## src/rtl/brk_pkg.sv

```systemverilog
package brk_pkg;
  localparam int SRC_N  = 5;
  localparam int CODE_W = 3;
  localparam int STAT_W = SRC_N + CODE_W;
  localparam int AW     = 2;

  // source index = precedence (0 wins)
  localparam int SRC_SW    = 0;
  localparam int SRC_HWBP  = 1;
  localparam int SRC_TRIG  = 2;
  localparam int SRC_PIN   = 3;
  localparam int SRC_FORCE = 4;

  localparam logic [SRC_N-1:0] GATED_SRC = 5'b11100;

  localparam logic [AW-1:0] ADDR_LVL   = 2'd0;
  localparam logic [AW-1:0] ADDR_CLR   = 2'd1;
  localparam logic [AW-1:0] ADDR_FORCE = 2'd2;

  typedef struct packed {
    logic [SRC_N-1:0]  others;
    logic [CODE_W-1:0] code;
  } brk_stat_t;
endpackage

```

## src/rtl/brk_cfg_regs.sv

```systemverilog
module brk_cfg_regs
  import brk_pkg::*;
#(
  parameter int LVL_W   = 4,
  parameter int DW      = 8,
  parameter int RST_LVL = 15
) (
  input  logic             clk,
  input  logic             rst,
  input  logic             wr_en,
  input  logic [AW-1:0]    wr_addr,
  input  logic [DW-1:0]    wr_data,
  output logic [LVL_W-1:0] brk_lvl,
  output logic             clr_req,
  output logic             force_req
);
  always_ff @(posedge clk) begin
    if (rst) begin
      brk_lvl <= LVL_W'(RST_LVL);
    end else if (wr_en && wr_addr == ADDR_LVL) begin
      brk_lvl <= wr_data[LVL_W-1:0];
    end
  end

  assign clr_req   = wr_en && (wr_addr == ADDR_CLR);
  assign force_req = wr_en && (wr_addr == ADDR_FORCE);
endmodule

```

## src/rtl/brk_pend_track.sv

```systemverilog
module brk_pend_track #(
  parameter int N = 5
) (
  input  logic         clk,
  input  logic         rst,
  input  logic [N-1:0] req,
  input  logic         resume,
  input  logic         halted,
  input  logic [N-1:0] grant,
  output logic [N-1:0] pend_q,
  output logic [N-1:0] active
);
  assign active = halted ? '0 : (pend_q | req);

  always_ff @(posedge clk) begin
    if (rst || resume) begin
      pend_q <= '0;
    end else if (!halted) begin
      pend_q <= active & ~grant;
    end
  end
endmodule

```

## src/rtl/brk_arbiter.sv

```systemverilog
module brk_arbiter #(
  parameter int N = 5
) (
  input  logic [N-1:0] elig,
  output logic [N-1:0] grant,
  output logic         any
);
  logic [N:0] seen;
  assign seen[0] = 1'b0;

  for (genvar i = 0; i < N; i++) begin : g_pri
    assign grant[i]  = elig[i] & ~seen[i];
    assign seen[i+1] = seen[i] | elig[i];
  end

  assign any = seen[N];
endmodule

```

## src/rtl/brk_halt_ctrl.sv

```systemverilog
module brk_halt_ctrl
  import brk_pkg::*;
#(
  parameter int LVL_W   = 4,
  parameter int DW      = 8,
  parameter int RST_LVL = 15
) (
  input  logic              clk,
  input  logic              rst,
  input  logic [LVL_W-1:0]  core_lvl,
  input  logic              sw_brk,
  input  logic              hw_bp_hit,
  input  logic              trig_hit,
  input  logic              ext_brk_pin,
  input  logic              wr_en,
  input  logic [AW-1:0]     wr_addr,
  input  logic [DW-1:0]     wr_data,
  input  logic              resume,
  output logic              halt,
  output logic [STAT_W-1:0] brk_status
);
  logic [LVL_W-1:0] brk_lvl;
  logic             clr_req, force_req;
  logic [SRC_N-1:0] req, pend_q, active, elig, grant;
  logic             take, gate_open;
  logic [CODE_W-1:0] code;
  brk_stat_t        stat_q;

  brk_cfg_regs #(.LVL_W(LVL_W), .DW(DW), .RST_LVL(RST_LVL)) u_cfg (
    .clk(clk), .rst(rst), .wr_en(wr_en), .wr_addr(wr_addr), .wr_data(wr_data),
    .brk_lvl(brk_lvl), .clr_req(clr_req), .force_req(force_req)
  );

  always_comb begin
    req            = '0;
    req[SRC_SW]    = sw_brk;
    req[SRC_HWBP]  = hw_bp_hit;
    req[SRC_TRIG]  = trig_hit;
    req[SRC_PIN]   = ext_brk_pin;
    req[SRC_FORCE] = force_req;
  end

  brk_pend_track #(.N(SRC_N)) u_pend (
    .clk(clk), .rst(rst), .req(req), .resume(resume), .halted(halt),
    .grant(grant), .pend_q(pend_q), .active(active)
  );

  assign gate_open = brk_lvl > core_lvl;
  assign elig = resume ? '0 : (active & (gate_open ? {SRC_N{1'b1}} : ~GATED_SRC));

  brk_arbiter #(.N(SRC_N)) u_arb (.elig(elig), .grant(grant), .any(take));

  always_comb begin
    code = '0;
    for (int i = 0; i < SRC_N; i++) begin
      if (grant[i]) code = CODE_W'(i + 1);
    end
  end

  always_ff @(posedge clk) begin
    if (rst) begin
      halt   <= 1'b0;
      stat_q <= '0;
    end else begin
      if (resume)    halt <= 1'b0;
      else if (take) halt <= 1'b1;

      if (take) begin
        stat_q.code   <= code;
        stat_q.others <= active & ~grant;
      end else if (clr_req) begin
        stat_q <= '0;
      end
    end
  end

  assign brk_status = stat_q;

  // halt holds until resume
  assert_halt_hold_R7: assert property (@(posedge clk) disable iff (rst)
    halt && !resume |=> halt);
  // resume releases halt
  assert_resume_release_R7: assert property (@(posedge clk) disable iff (rst)
    resume |=> !halt);
  // ungated request always stops a running core
  assert_ungated_take_R4: assert property (@(posedge clk) disable iff (rst)
    !halt && !resume && (sw_brk || hw_bp_hit) |=> halt);
  // a rising halt always carries a cause
  assert_cause_present_R5: assert property (@(posedge clk) disable iff (rst)
    $rose(halt) |-> brk_status[CODE_W-1:0] != '0);
  // gated cause only when break level exceeded core level on the deciding edge
  assert_gated_needs_level_R2: assert property (@(posedge clk) disable iff (rst)
    $rose(halt) && brk_status[CODE_W-1:0] > CODE_W'(2) |-> $past(brk_lvl > core_lvl));
  // status frozen while halted unless cleared
  assert_status_frozen_R7: assert property (@(posedge clk) disable iff (rst)
    halt && !resume && !clr_req |=> $stable(brk_status));
  // clear while no break can be taken empties the status
  assert_clear_R8: assert property (@(posedge clk) disable iff (rst)
    clr_req && (halt || resume) |=> brk_status == '0);
  // at most one winner
  assert_grant_onehot_R6: assert property (@(posedge clk) disable iff (rst)
    $onehot0(grant));
endmodule

```

## config.mk

```make
export PLATFORM = sky130hd
export DESIGN_NAME = brk_halt_ctrl
export DESIGN_NICKNAME = d
export VERILOG_FILES = /design/src/rtl/brk_pkg.sv /design/src/rtl/brk_cfg_regs.sv /design/src/rtl/brk_pend_track.sv /design/src/rtl/brk_arbiter.sv /design/src/rtl/brk_halt_ctrl.sv
export SDC_FILE = /design/constraint.sdc
export NUM_CORES = 1
export LEC_CHECK = 0
export BUFFER_PORTS_ARGS = -buffer_cell sky130_fd_sc_hd__buf_2
export CAP_MARGIN = 20
export CORE_MARGIN = 3
export CORE_UTILIZATION = 28
export DETAILED_ROUTE_END_ITERATION = 10
export SYNTH_ARGS = -nofsm -noshare
export SYNTH_HDL_FRONTEND = slang
export SYNTH_SLANG_ARGS = --single-unit
```

## constraint.sdc

```tcl
create_clock -name clk -period 1.94 [get_ports clk]
set_clock_uncertainty 0.05 [all_clocks]
set_input_delay 0.097 -clock clk [delete_from_list [all_inputs] [get_ports clk]]
set_output_delay 0.097 -clock clk [all_outputs]
set_load 0.05 [all_outputs]
```

======== Yosys cells after proc, flatten, opt, wreduce, memory -nomap -nowiden ========
Index checks and enable logic that the tools add are counted.
storage, ports and cells
  bits in latches ......................... 0
  flip-flop bits (word level) ............. 18
  output and inout port bits .............. 9
  RAM bits ................................ 0
  memory bits (read-only) ................. 0
  memories ................................ 0
  bits of input ports ..................... 22
cells by class
  order comparisons ....................... 1
  equal/unequal tests ..................... 2
  multiply operators ...................... 0
  muxes and demuxes ....................... 10
  reductions and logical operators ........ 7
  shift operators ......................... 0
  bitwise operators ....................... 16
  div/mod/pow operators ................... 0
  $add $sub $neg .......................... 0
operators with widths
  operator              number
  $mux W8               2
  $mux W5               3
  $mux W3               4
  $and A5 B5 Y5         2
  $not A5 Y5            1
  $or A5 B5 Y5          1
  $and A1 B1 Y1         4
  $gt A4 B4 Y1          1
  $not A1 Y1            4
  $or A1 B1 Y1          4
  $logic_and A1 B1 Y1   3
  $eq A2 B1 Y1 const B  1
  $eq A2 B2 Y1 const B  1
  $logic_not A2 Y1      1
  $reduce_bool A2 Y1    1
  $reduce_or A2 Y1      1
  $logic_or A1 B1 Y1    1
  $mux W1               1

======== Longest topological paths before layout ========
Gate-level depths: netlist of run 1.
  depth after elaboration ................. 14
  depth in mapped cells ................... 7
  gate-level depth less buffers ........... 7

======== Hierarchy ========
From an unflattened synthesis of run 1, not the netlist that was laid out.
second synthesis, totals
  cell total of the unflattened synthesis .. 122
  area total of the unflattened synthesis .. 1,028.5 µm²
by module, submodules not included
  module          instances  seq. area each (µm²)  cells an instance  area an instance (µm²)
  brk_halt_ctrl   1          180.2                 61                 529.3
  brk_pend_track  1          100.1                 32                 259.0
  brk_cfg_regs    1          80.1                  22                 185.2
  brk_arbiter     1          0.0                   7                  55.1

======== Least setup slack after synthesis of run 1 ========
Ideal clock, no wire load.
  path kind ............................... reg2reg
  from .................................... register u_cfg.brk_lvl[3]
  to ...................................... register stat_q, in the netlist brk_status[6]
  setup time .............................. 126 ps
  period minus slack after synthesis ...... 1,791 ps
  setup slack ............................. 149 ps
  arrival time ............................ 1,615 ps
  stages on the path, launching flop included .. 6
  required time ........................... 1,764 ps
  path buffers ............................ 0
  path through ............................ dfxtp_1 -> ha_1 -> a41o_2 -> a2111o_1 -> nand4_2 -> o32ai_1
on the way
  word-level cells in the longest chain between the ends .. 10
  elaborated cells between the ends (all ways) .. 13
  those cells by class .................... order compare: 1; mux: 3; bitwise: 8; reduce/logical: 1
ends and longest elaborated chain
  element                 RTL line             text
  start, declared         brk_cfg_regs.sv:13   output logic [LVL_W-1:0] brk_lvl,
  start signal, assigned  brk_cfg_regs.sv:19   brk_lvl <= LVL_W'(RST_LVL);
  start signal, assigned  brk_cfg_regs.sv:21   brk_lvl <= wr_data[LVL_W-1:0];
  $gt A4 B4 Y1 (*)        brk_halt_ctrl.sv:48  assign gate_open = brk_lvl > core_lvl;
  $mux W5 (*)             brk_halt_ctrl.sv:49  assign elig = resume ? '0 : (active & (gate_open ? {SRC_N{1'b1}} : ~GATED_SRC));
  $and A5 B5 Y5 (*)       brk_halt_ctrl.sv:49
  $mux W5 (*)             brk_halt_ctrl.sv:49
  $or A1 B1 Y1            brk_arbiter.sv:13    assign seen[i+1] = seen[i] | elig[i];
  $not A1 Y1              brk_arbiter.sv:12    assign grant[i] = elig[i] & ~seen[i];
  $and A1 B1 Y1           brk_arbiter.sv:12
  $not A5 Y5              brk_halt_ctrl.sv:70  stat_q.others <= active & ~grant;
  $and A5 B5 Y5           brk_halt_ctrl.sv:70
  $mux W8                 brk_halt_ctrl.sv:68  if (take) begin
  end, declared           brk_halt_ctrl.sv:27  brk_stat_t stat_q;
Mark *: on every way between the ends. The rest lies on a longest branch, timed or not.
A chain may end at the register's enable or synchronous reset.

======== Worst setup path after layout of run 1 ========
  from .................................... register u_cfg.brk_lvl[1]
  to ...................................... register stat_q, in the netlist brk_status[4]
on the way
  word-level cells in the longest chain between the ends .. 8
  elaborated cells between the ends (all ways) .. 9
  those cells by class .................... order compare: 1; mux: 3; bitwise: 4; reduce/logical: 1
ends and longest elaborated chain
  element                                               RTL line
  $gt A4 B4 Y1 (*)                                      brk_halt_ctrl.sv:48
  $mux W5 (*)                                           brk_halt_ctrl.sv:49
  $and A5 B5 Y5 (*)                                     brk_halt_ctrl.sv:49
  $mux W5 (*)                                           brk_halt_ctrl.sv:49
  $or A1 B1 Y1 (2 in a row)                             brk_arbiter.sv:13
  $or A1 B1 Y1 (*)                                      brk_arbiter.sv:13
  $mux W8 / $reduce_bool A2 Y1 (equally long branches)  -
Marked as above.

==> results.rst, run 1 <==
.. list-table::
   :header-rows: 1

   * - Metric
     - Value
   * - Status
     - finished, final reports clean
   * - Overall global routing resource usage
     - 0.1178
   * - Share of the synthesized area in the top cell type
     - 0.3495
   * - PD cells
     - 737.3 nW/um^2
   * - Post-synthesis instance area
     - ~1000 sq um
   * - Sequential Area
     - ~360 sq um
   * - Site row count
     - 21
   * - Multi-input logic area
     - 690.7 sq um
   * - Total setup violations reported at the end of the flow
     - 0
   * - Net count after synthesis
     - 135
   * - Initial antenna violation count
     - 0
   * - Sequential cell area fraction in the yosys report
     - 0.3495
   * - Synthesis-to-finish area growth
     - 34.10%
   * - Final clock period utilization by the worst path
     - 0.9967
   * - Compound-gate portion of the synthesized area
     - 0.2852
   * - Number of different library cells in the post-synthesis netlist
     - 45
   * - Static leakage power
     - 0.5677 nW
   * - Clock root buffer master
     - sky130_fd_sc_hd__clkbuf_8
   * - First-pass GRT wire length
     - 4.084 mm
   * - Post-DR vias/cell
     - 5.063
   * - HPWL after detailed placement
     - 1.903 mm
   * - 1st-iter DRT viols
     - 47
   * - Count of pins over their slew limit
     - 0
   * - CTS tree
     - built
   * - Max-cap violation count
     - 0
   * - Number of global-route vias before repair
     - 941
   * - Post-synthesis adder-cell area fraction
     - 0.04854
   * - Mean Syn Cell Area
     - around 9.5 sq um
   * - Insertion delay of the later-clocked pin in the worst-skew pair
     - 0.26 ns
   * - Tightest slew margin relative to the limit
     - 0.6826
   * - Total gr overflow
     - 0
   * - Number of buffers added by the clock tree synthesis step
     - 3
   * - Drt drc
     - 0
   * - Slowest library cell on the worst path
     - sky130_fd_sc_hd__a2111o_1
   * - Fraction of layout instances using a drive strength above 1
     - 0.3819
   * - Highest Clock Rate
     - slightly above 0.5 GHz
   * - Post-synth top area cell
     - sky130_fd_sc_hd__dfxtp_1
   * - Most instantiated flip-flop cell in the synthesis netlist
     - sky130_fd_sc_hd__dfxtp_1
   * - Detailed-route via count
     - 962
   * - Die width
     - between 60 and 70 microns
   * - Pre-CTS setup slack
     - -0.004824 ns
   * - Maximum single-stage delay on the critical path
     - 0.54 ns
   * - Count of final hold-check violations
     - 0
   * - CORE AREA
     - roughly 3400 sq um
   * - Port bufs
     - 26
   * - Kind of path behind the tightest hold check
     - in2reg
   * - Num Clock Sinks
     - 18
   * - Clock-pin transition on the worst setup and hold timing paths
     - 0.07 ns
   * - Maximum number of pins on one net before global-route repair
     - 21
   * - Syn. warnings
     - 0
   * - Count of H-tree levels built during CTS
     - 1
   * - EDFF count, synth
     - 0
   * - Worst Tran Pin Value
     - between 0.4 and 0.5 ns
   * - Worst voltage drop across the vdd grid
     - approximately 0.00051 V
   * - Combinational family with the most area after synthesis
     - compound AO/OA/AOI/OAI gates
   * - Post-Route Utilization
     - 0.4017
   * - Data required time of the critical path
     - approximately 2.1 ns
   * - Wire length per cell after detailed routing
     - ~15 microns
   * - Number of flip-flops and latches in the synthesized netlist
     - 18
   * - Routed wire length
     - ~2.8 mm
   * - Initial core utilization
     - 0.2995
   * - Number of antenna diodes
     - 0
   * - Pre-Repair DR Iteration Count
     - 4
   * - Last weighted congestion value of the routability-driven placer
     - between 0.8 and 0.9
   * - Top-level I/O count
     - 31
   * - Nature of the critical path endpoint
     - flop
   * - Post-DRT Antenna Nets
     - 0
   * - Number of filler cells placed in the layout
     - about 350
   * - Cell types occupying the most area after synthesis
     - sky130_fd_sc_hd__dfxtp_1 35%, sky130_fd_sc_hd__ha_1 4.9%, sky130_fd_sc_hd__nor2b_1 3.6%
   * - Synthesized instance count
     - 109
   * - Die Footprint
     - between 4000 and 5000 sq um
   * - Fraction of the mapped netlist area in simple logic gates
     - 0.2512
   * - Share of the synthesized netlist area taken by xor and xnor gates
     - 0
   * - Cell family with the largest share of critical-path delay
     - compound AO/OA/AOI/OAI gates
   * - Multiplexer area fraction after synthesis
     - 0.009709
   * - Category of the critical setup timing path
     - reg2reg
   * - Ys async rst share
     - 0
   * - Worst Setup Start Kind
     - flop
   * - Die Span Y
     - 66.68 microns
   * - Maximum buffer depth of the clock tree
     - 2
   * - Count of buffer and inverter cells on the critical path
     - 0
   * - Top cells by instance count after synthesis
     - 18 x sky130_fd_sc_hd__dfxtp_1, 9 x sky130_fd_sc_hd__nor2_1, 7 x sky130_fd_sc_hd__nand2_1, 6 x sky130_fd_sc_hd__a21oi_1, 6 x sky130_fd_sc_hd__nor2b_1
   * - Largest driver fanout on the critical path
     - 6
   * - List of cells traversed by the critical path
     - ha_4 > nor2b_4 > o211ai_4 > a2111o_1 > nand3_2 > mux2i_1
   * - Leading cell type by number of instances after synthesis
     - sky130_fd_sc_hd__dfxtp_1
   * - Minimum period implied by the final worst setup slack
     - slightly below 2 ns
   * - Worst EP arrival
     - roughly 2.1 ns
   * - Setup ws final
     - 0.006353 ns
   * - Count of nets after finishing
     - 171
==> layout by cell type (no fill, tap or decap), drive strengths merged, types with 4 or more instances in the layout <==
cell / n
ha: 4
inv: 5
nand2: 7
clkbuf: 4
a21oi: 7
o21ai: 4
nor2b: 6
a211o: 5
nor2: 9
buf: 30
dlygate4sd3: 4
dfxtp: 18
nor3: 5
==> metrics by stage <==
stage           power, W  cell area, sq um  hold slack [ns]  cells    TNS, ns
2_1_floorplan  0.0006063              1031           0.1365    109          0
3_3_place_gp   0.0006698              1202           0.2535    181          0
3_5_place_dp   0.0006736              1202           0.2609    181  -0.004824
4_1_cts        0.0009998              1304          0.09302    189          0
5_1_grt         0.001077              1383           0.1281    190    -0.1038
6_report        0.001019              1383           0.1085    190          0
==> routing by layer <==
layer  vias up  track usage  share of wire
met1       448       0.1462           0.46
met5         -            0              0
met2        27       0.2067           0.48
met3         2      0.03204          0.052
li1        485            -              -
met4         0      0.01523         0.0058
==> path summary, 6_finish.rpt <==
| check | slack (ns) | depth (start not counted) | start | end |
|---|---|---|---|---|
| setup / recovery | 0.006 | 6 | u_cfg.brk_lvl[1] | brk_status[4] |
| hold / removal | 0.11 | 2 | resume | u_pend.pend_q[1] |
| setup reg to reg | 0.006 | 6 | u_cfg.brk_lvl[1] | brk_status[4] |
| hold reg to reg | 0.42 | 2 | brk_status[4] | brk_status[4] |
==> where the power goes <==
group / switching, W / internal (W) / total [W] / leakage, nW
Sequential: 0.0000142 / 0.000392 / 0.000406 / 0.147
Combinational: 0.000186 / 0.000119 / 0.000305 / 0.392
Clock: 0.000128 / 0.000180 / 0.000308 / 0.0288
==> kinds of logic (layout without fill, tap and decap cells) <==
group	count (synthesis)	after routing
and+or+nand+nor	44	44
muxes	1	1
AOI/OAI and AO/OA	34	34
buffers and inverters	8	43
adders and majority gates	4	4
DFF	18	18
==> sequential cells by signal, indices dropped and copies added, names as in the netlist <==
name           cells
halt               1
u_pend.pend_q      5
brk_status         8
u_cfg.brk_lvl      4
==> worst register-to-register path, delay by kind of cell (launching register included) <==
family	cells	cell delay [ns]
and+or+nand+nor	2	0.30
AOI/OAI and AO/OA	2	0.69
DFF	1	0.34
muxes	1	0.19
adders and majority gates	1	0.28
==> what timing repair did <==
action / CTS / global route
hold endpoints to repair: 4 / 0
setup buffers: 0 / 1
pin swaps: 0 / 5
resized for setup: 1 / 9
hold buffers: 4 / 0
endpoints found under the setup margin: 1 / 9
gates cloned: 0 / 0
==> layout make-up <==
cell class	count	area share
clock buffers	4	0.03982
well taps	46	0.04163
multi-input cells	83	0.4995
repair buffers	34	0.1448
flip-flops and latches	18	0.2606
inverters	5	0.01357
Note: power is estimated with default switching activity, not from simulation.
==> run 2, diff against run 1 <==
--- a/config.mk
+++ b/config.mk
@@ -12,4 +12,5 @@
 export DETAILED_ROUTE_END_ITERATION = 10
 export SYNTH_ARGS = -nofsm -noshare
 export SYNTH_HDL_FRONTEND = slang
+export SYNTH_HIERARCHICAL = 1
 export SYNTH_SLANG_ARGS = --single-unit
==> run 2 against run 1 <==
Net effect: the run now ends with setup timing left; die area shrank 0.22%; critical path depth grew 4; clock-buffer cell count is the same; fmax shrank 12%; routed wire length shrank 14%; final area shrank 3.4%; worst setup slack lost 0.25 ns.
==> results.rst, run 2 <==
.. list-table::
   :header-rows: 1

   * - Metric
     - Value
   * - Met3 capacity usage during global routing
     - 0.01855 (-0.01349)
   * - CORE AREA
     - 3442 sq um (unchanged)
   * - Number of different library cells in the post-synthesis netlist
     - 31 (-31%)
   * - Mean Syn Cell Area
     - 8.430 sq um (-11%)
   * - Minimum period implied by the final worst setup slack
     - 2.185 ns (+0.2514 ns)
   * - Largest register FFs
     - 8 (unchanged)
   * - Tightest slew margin relative to the limit
     - 0.7108 (+0.02822)
   * - Post-synthesis adder-cell area fraction
     - 0.04866 (+0.0001181)
   * - Share of power burned in the clock network
     - 0.301 (about the same)
   * - Routed wire length
     - 2.391 mm (-14%)
   * - Worst Tran Pin Value
     - 0.4329 ns (-0.04115 ns)
   * - Most frequent cells in the layout
     - 26 x sky130_fd_sc_hd__buf_2, 23 x sky130_fd_sc_hd__nor2_1, 16 x sky130_fd_sc_hd__dfxtp_1
   * - Status
     - finished, violations left
   * - Total gr overflow
     - 0 (unchanged)
   * - Pre-CTS setup slack
     - -0.1684 ns (-0.1635 ns)
   * - Syn. warnings
     - 6 (+6)
   * - Overall global routing resource usage
     - 0.1173 (-0.0004752)
   * - Internal portion of total power
     - 0.0006962 W (+0.73%)
   * - Post-synth top area cell
     - sky130_fd_sc_hd__dfxtp_1
   * - Total of hold buffers inserted after clock tree synthesis
     - 0 (-4)
   * - List of cells traversed by the critical path
     - ha_4 > nor2b_4 > o211ai_1 > a21oi_2 > nor4_4 > nand2b_1 > buf_4 > nor3b_1 > a21oi_1 > nor2_1
   * - Initial core utilization
     - 0.2988 (-0.0007272)
   * - Site row count
     - 21 (unchanged)
   * - Switching power summed over all nets
     - 0.0003282 W (about the same)
   * - Maximum buffer depth of the clock tree
     - 2 (unchanged)
   * - Worst hold stages
     - 2 (unchanged)
   * - Number of antenna diodes
     - 0 (unchanged)
   * - GRT met1 Usage
     - 0.1366 (-0.009621)
   * - Post-Route Utilization
     - 0.3879 (-0.01381)
   * - Worst voltage drop across the vdd grid
     - 0.0002701 V (-47%)
   * - Count of H-tree levels built during CTS
     - 1 (unchanged)
   * - Port bufs
     - 26 (unchanged)
   * - Fraction of the mapped netlist area in simple logic gates
     - 0.3054 (+0.05414)
   * - Final Instance Count excl. Fillers
     - 198 (+4.2%)
   * - Number of flip-flops and latches in the synthesized netlist
     - 18 (unchanged)
   * - Number of filler cells placed in the layout
     - 356 (+1.1%)
   * - Initial antenna violation count
     - 0 (unchanged)
   * - PD cells
     - 767.3 nW/um^2 (+4.1%)
   * - Endpoint of the most critical register-to-register path
     - brk_status[6]
   * - Logic gate share of total power
     - 0.295 (-0.004)
   * - Cells on worst reg2reg path
     - 10 (+4)
   * - Synthesis-to-finish area growth
     - 29.81%
   * - Last weighted congestion value of the routability-driven placer
     - 0.8443 (-1.8%)
   * - Top-level I/O count
     - 31 (unchanged)
   * - Combinational family with the most area after synthesis
     - simple AND/OR/NAND/NOR gates
   * - RSZ-0062 raised after global routing
     - yes
   * - EDFF count, synth
     - 0 (unchanged)
   * - Switching Share
     - 0.3204 (-0.001619)
   * - Kind of path behind the tightest hold check
     - in2reg
   * - Final clock period utilization by the worst path
     - 1.126 (+0.1296)
   * - Pre-Repair DR Iteration Count
     - 4 (unchanged)
   * - Cell types occupying the most area after synthesis
     - sky130_fd_sc_hd__dfxtp_1 35%, sky130_fd_sc_hd__nor2_1 8.4%, sky130_fd_sc_hd__nor2b_1 6.1%
   * - 1st-iter DRT viols
     - 35 (-26%)
   * - Count of pins over their slew limit
     - 0 (unchanged)
   * - Multiplexer area fraction after synthesis
     - 0.03893 (+0.02922)
   * - Highest Clock Rate
     - 0.4577 GHz (-12%)
   * - Routing layer with the top usage in global route
     - met2
   * - Post-synthesis instance area
     - 1028 sq um (-0.24%)
   * - Count of nets after finishing
     - 179 (+4.7%)
   * - Reg-to-Reg Start
     - u_cfg/brk_lvl[1]
   * - Detailed-route via count
     - 933 (-3.0%)
   * - Largest driver fanout on the critical path
     - 5 (-1)
   * - Start point of the worst hold path
     - resume
   * - Max-cap violation count
     - 0 (unchanged)
   * - Data required time of the critical path
     - 2.09 ns (+0.02 ns)
   * - Number of buffers added by the clock tree synthesis step
     - 3 (unchanged)
   * - Maximum single-stage delay on the critical path
     - 0.33 ns (-0.21 ns)
   * - Sequential cell area fraction in the yosys report
     - 0.3504 (+0.0008504)
   * - Most common cell after layout, fill and taps aside
     - sky130_fd_sc_hd__buf_2
   * - Slowest library cell on the worst path
     - sky130_fd_sc_hd__dfxtp_2
   * - Maximum number of pins on one net before global-route repair
     - 19 (-9.5%)
   * - Worst EP arrival
     - 2.33 ns (+0.26 ns)
   * - Category of the critical setup timing path
     - reg2reg
   * - HPWL after detailed placement
     - 1.823 mm (-4.2%)
   * - Fraction of met2 tracks used by global routing
     - 0.2042 (-0.002475)
   * - Sequential group share of total power
     - 0.404 (+0.006)
   * - Share of the synthesized area in the top cell type
     - 0.3504 (+0.0008504)
   * - Net count after synthesis
     - 148 (+9.6%)
   * - Clock-pin transition on the worst setup and hold timing paths
     - 0.07 ns (about the same)
   * - Num Clock Sinks
     - 18 (unchanged)
   * - Setup ws final
     - -0.2450 ns (-0.2514 ns)
   * - Drt drc
     - 0 (unchanged)
   * - Post-DRT Antenna Nets
     - 0 (unchanged)
   * - Number of global-route vias before repair
     - 943 (+0.21%)
   * - Compound-gate portion of the synthesized area
     - 0.1752 (-0.1100)
   * - End of the worst hold path
     - halt
   * - Leading cell type by number of instances after synthesis
     - sky130_fd_sc_hd__nor2_1
   * - Die Footprint
     - 4436 sq um (-0.22%)
   * - Share of the synthesized netlist area taken by xor and xnor gates
     - 0 (unchanged)
   * - Die width
     - 66.61 microns (-0.11%)
   * - Static leakage power
     - 0.5937 nW (+4.6%)
   * - First-pass GRT wire length
     - 4.043 mm (-1.0%)
   * - Internal reg-to-reg setup slack
     - -0.25 ns (-0.25 ns)
   * - Count of final hold-check violations
     - 0 (unchanged)
   * - Most instantiated flip-flop cell in the synthesis netlist
     - sky130_fd_sc_hd__dfxtp_1
   * - Ys async rst share
     - 0 (unchanged)
   * - Post-Place Cells
     - 194 (+7.2%)
   * - CTS tree
     - built
   * - Fraction of layout instances using a drive strength above 1
     - 0.3684 (-0.01352)
   * - Clock root buffer master
     - sky130_fd_sc_hd__clkbuf_8
   * - Cell family with the largest share of critical-path delay
     - simple AND/OR/NAND/NOR gates
   * - Insertion delay of the later-clocked pin in the worst-skew pair
     - 0.26 ns (about the same)
   * - Violated checks
     - setup timing
   * - Nature of the critical path endpoint
     - flop
   * - Minimum hold slack
     - 0.03542 ns (-0.07306 ns)
   * - Synthesized instance count
     - 122 (+12%)
   * - Post-DR vias/cell
     - 4.712 (-6.9%)
   * - Count of buffer and inverter cells on the critical path
     - 1 (+1)
   * - Wire length per cell after detailed routing
     - 12.08 microns (-18%)
   * - Die Span Y
     - 66.61 microns (-0.11%)
   * - Total setup violations reported at the end of the flow
     - 12 (+12)
   * - Top cells by instance count after synthesis
     - 23 x sky130_fd_sc_hd__nor2_1, 18 x sky130_fd_sc_hd__dfxtp_1, 11 x sky130_fd_sc_hd__inv_1, 10 x sky130_fd_sc_hd__a21oi_1, 10 x sky130_fd_sc_hd__nor2b_1
   * - Worst Setup Start Kind
     - flop
run 2: repair_timing:
item                                    in CTS  in global routing
pin swaps                                    1                  1
endpoints found under the setup margin      12                 12
setup buffers                                0                  0
resized for setup                            3                  6
endpoints found under the hold margin        0                  0
run 2: routing by layer:
metal  up-vias  routed length, microns
met1       422                    1043
met4         0                      58
li1        479                       -
met3         6                     121
met5         -                       0
met2        26                    1168
run 2: logic make-up (layout without fill, tap and decap cells):
family / Yosys count / count (layout)
DFF: 18 / 18
adders and majority gates: 4 / 4
AOI/OAI and AO/OA: 23 / 23
muxes: 4 / 4
and+or+nand+nor: 56 / 56
buffers and inverters: 17 / 47
run 2: stage by stage:
stage          cell area, sq um  setup TNS, ns  power (W)
2_1_floorplan              1049       -0.03095  0.0006317
3_3_place_gp               1239        -0.7904  0.0007010
3_5_place_dp               1239         -1.199  0.0007072
4_1_cts                    1309         -1.290   0.001017
5_1_grt                    1335         -3.623   0.001088
6_report                   1335         -1.961   0.001024
run 2: final cells by class:
class	count	area (sq um)	share of cell area
inverter	11	41.29	0.03093
tap	46	57.56	0.04311
sequential	18	362.8	0.2718
timing repair buffer	32	175.2	0.1312
clock buffer	4	55.05	0.04124
multi-input combinational	87	643.1	0.4817
run 2: power groups by stage:
stage / combinational (W) / sequential (W) / clock, W
after global placement: 0.000280 / 0.000421 / 0
after CTS: 0.000290 / 0.000414 / 0.000313
final: 0.000302 / 0.000414 / 0.000309
after floorplan: 0.000150 / 0.000482 / 0
after global routing: 0.000328 / 0.000418 / 0.000342
after detailed placement: 0.000285 / 0.000422 / 0
run 2: worst max path at each step:
| stage | slack (ns) | start | cells past startpoint | to |
|---|---|---|---|---|
| after floorplan | -0.03 | u_cfg/brk_lvl[3] | 8 | brk_status[6] |
| after global placement | -0.13 | u_cfg/brk_lvl[1] | 10 | brk_status[6] |
| after detailed placement | -0.17 | u_cfg/brk_lvl[3] | 8 | brk_status[6] |
| after CTS | -0.17 | u_cfg/brk_lvl[1] | 10 | brk_status[6] |
| after global routing | -0.38 | u_cfg/brk_lvl[1] | 9 | brk_status[3] |
| final | -0.25 | u_cfg/brk_lvl[1] | 10 | brk_status[6] |
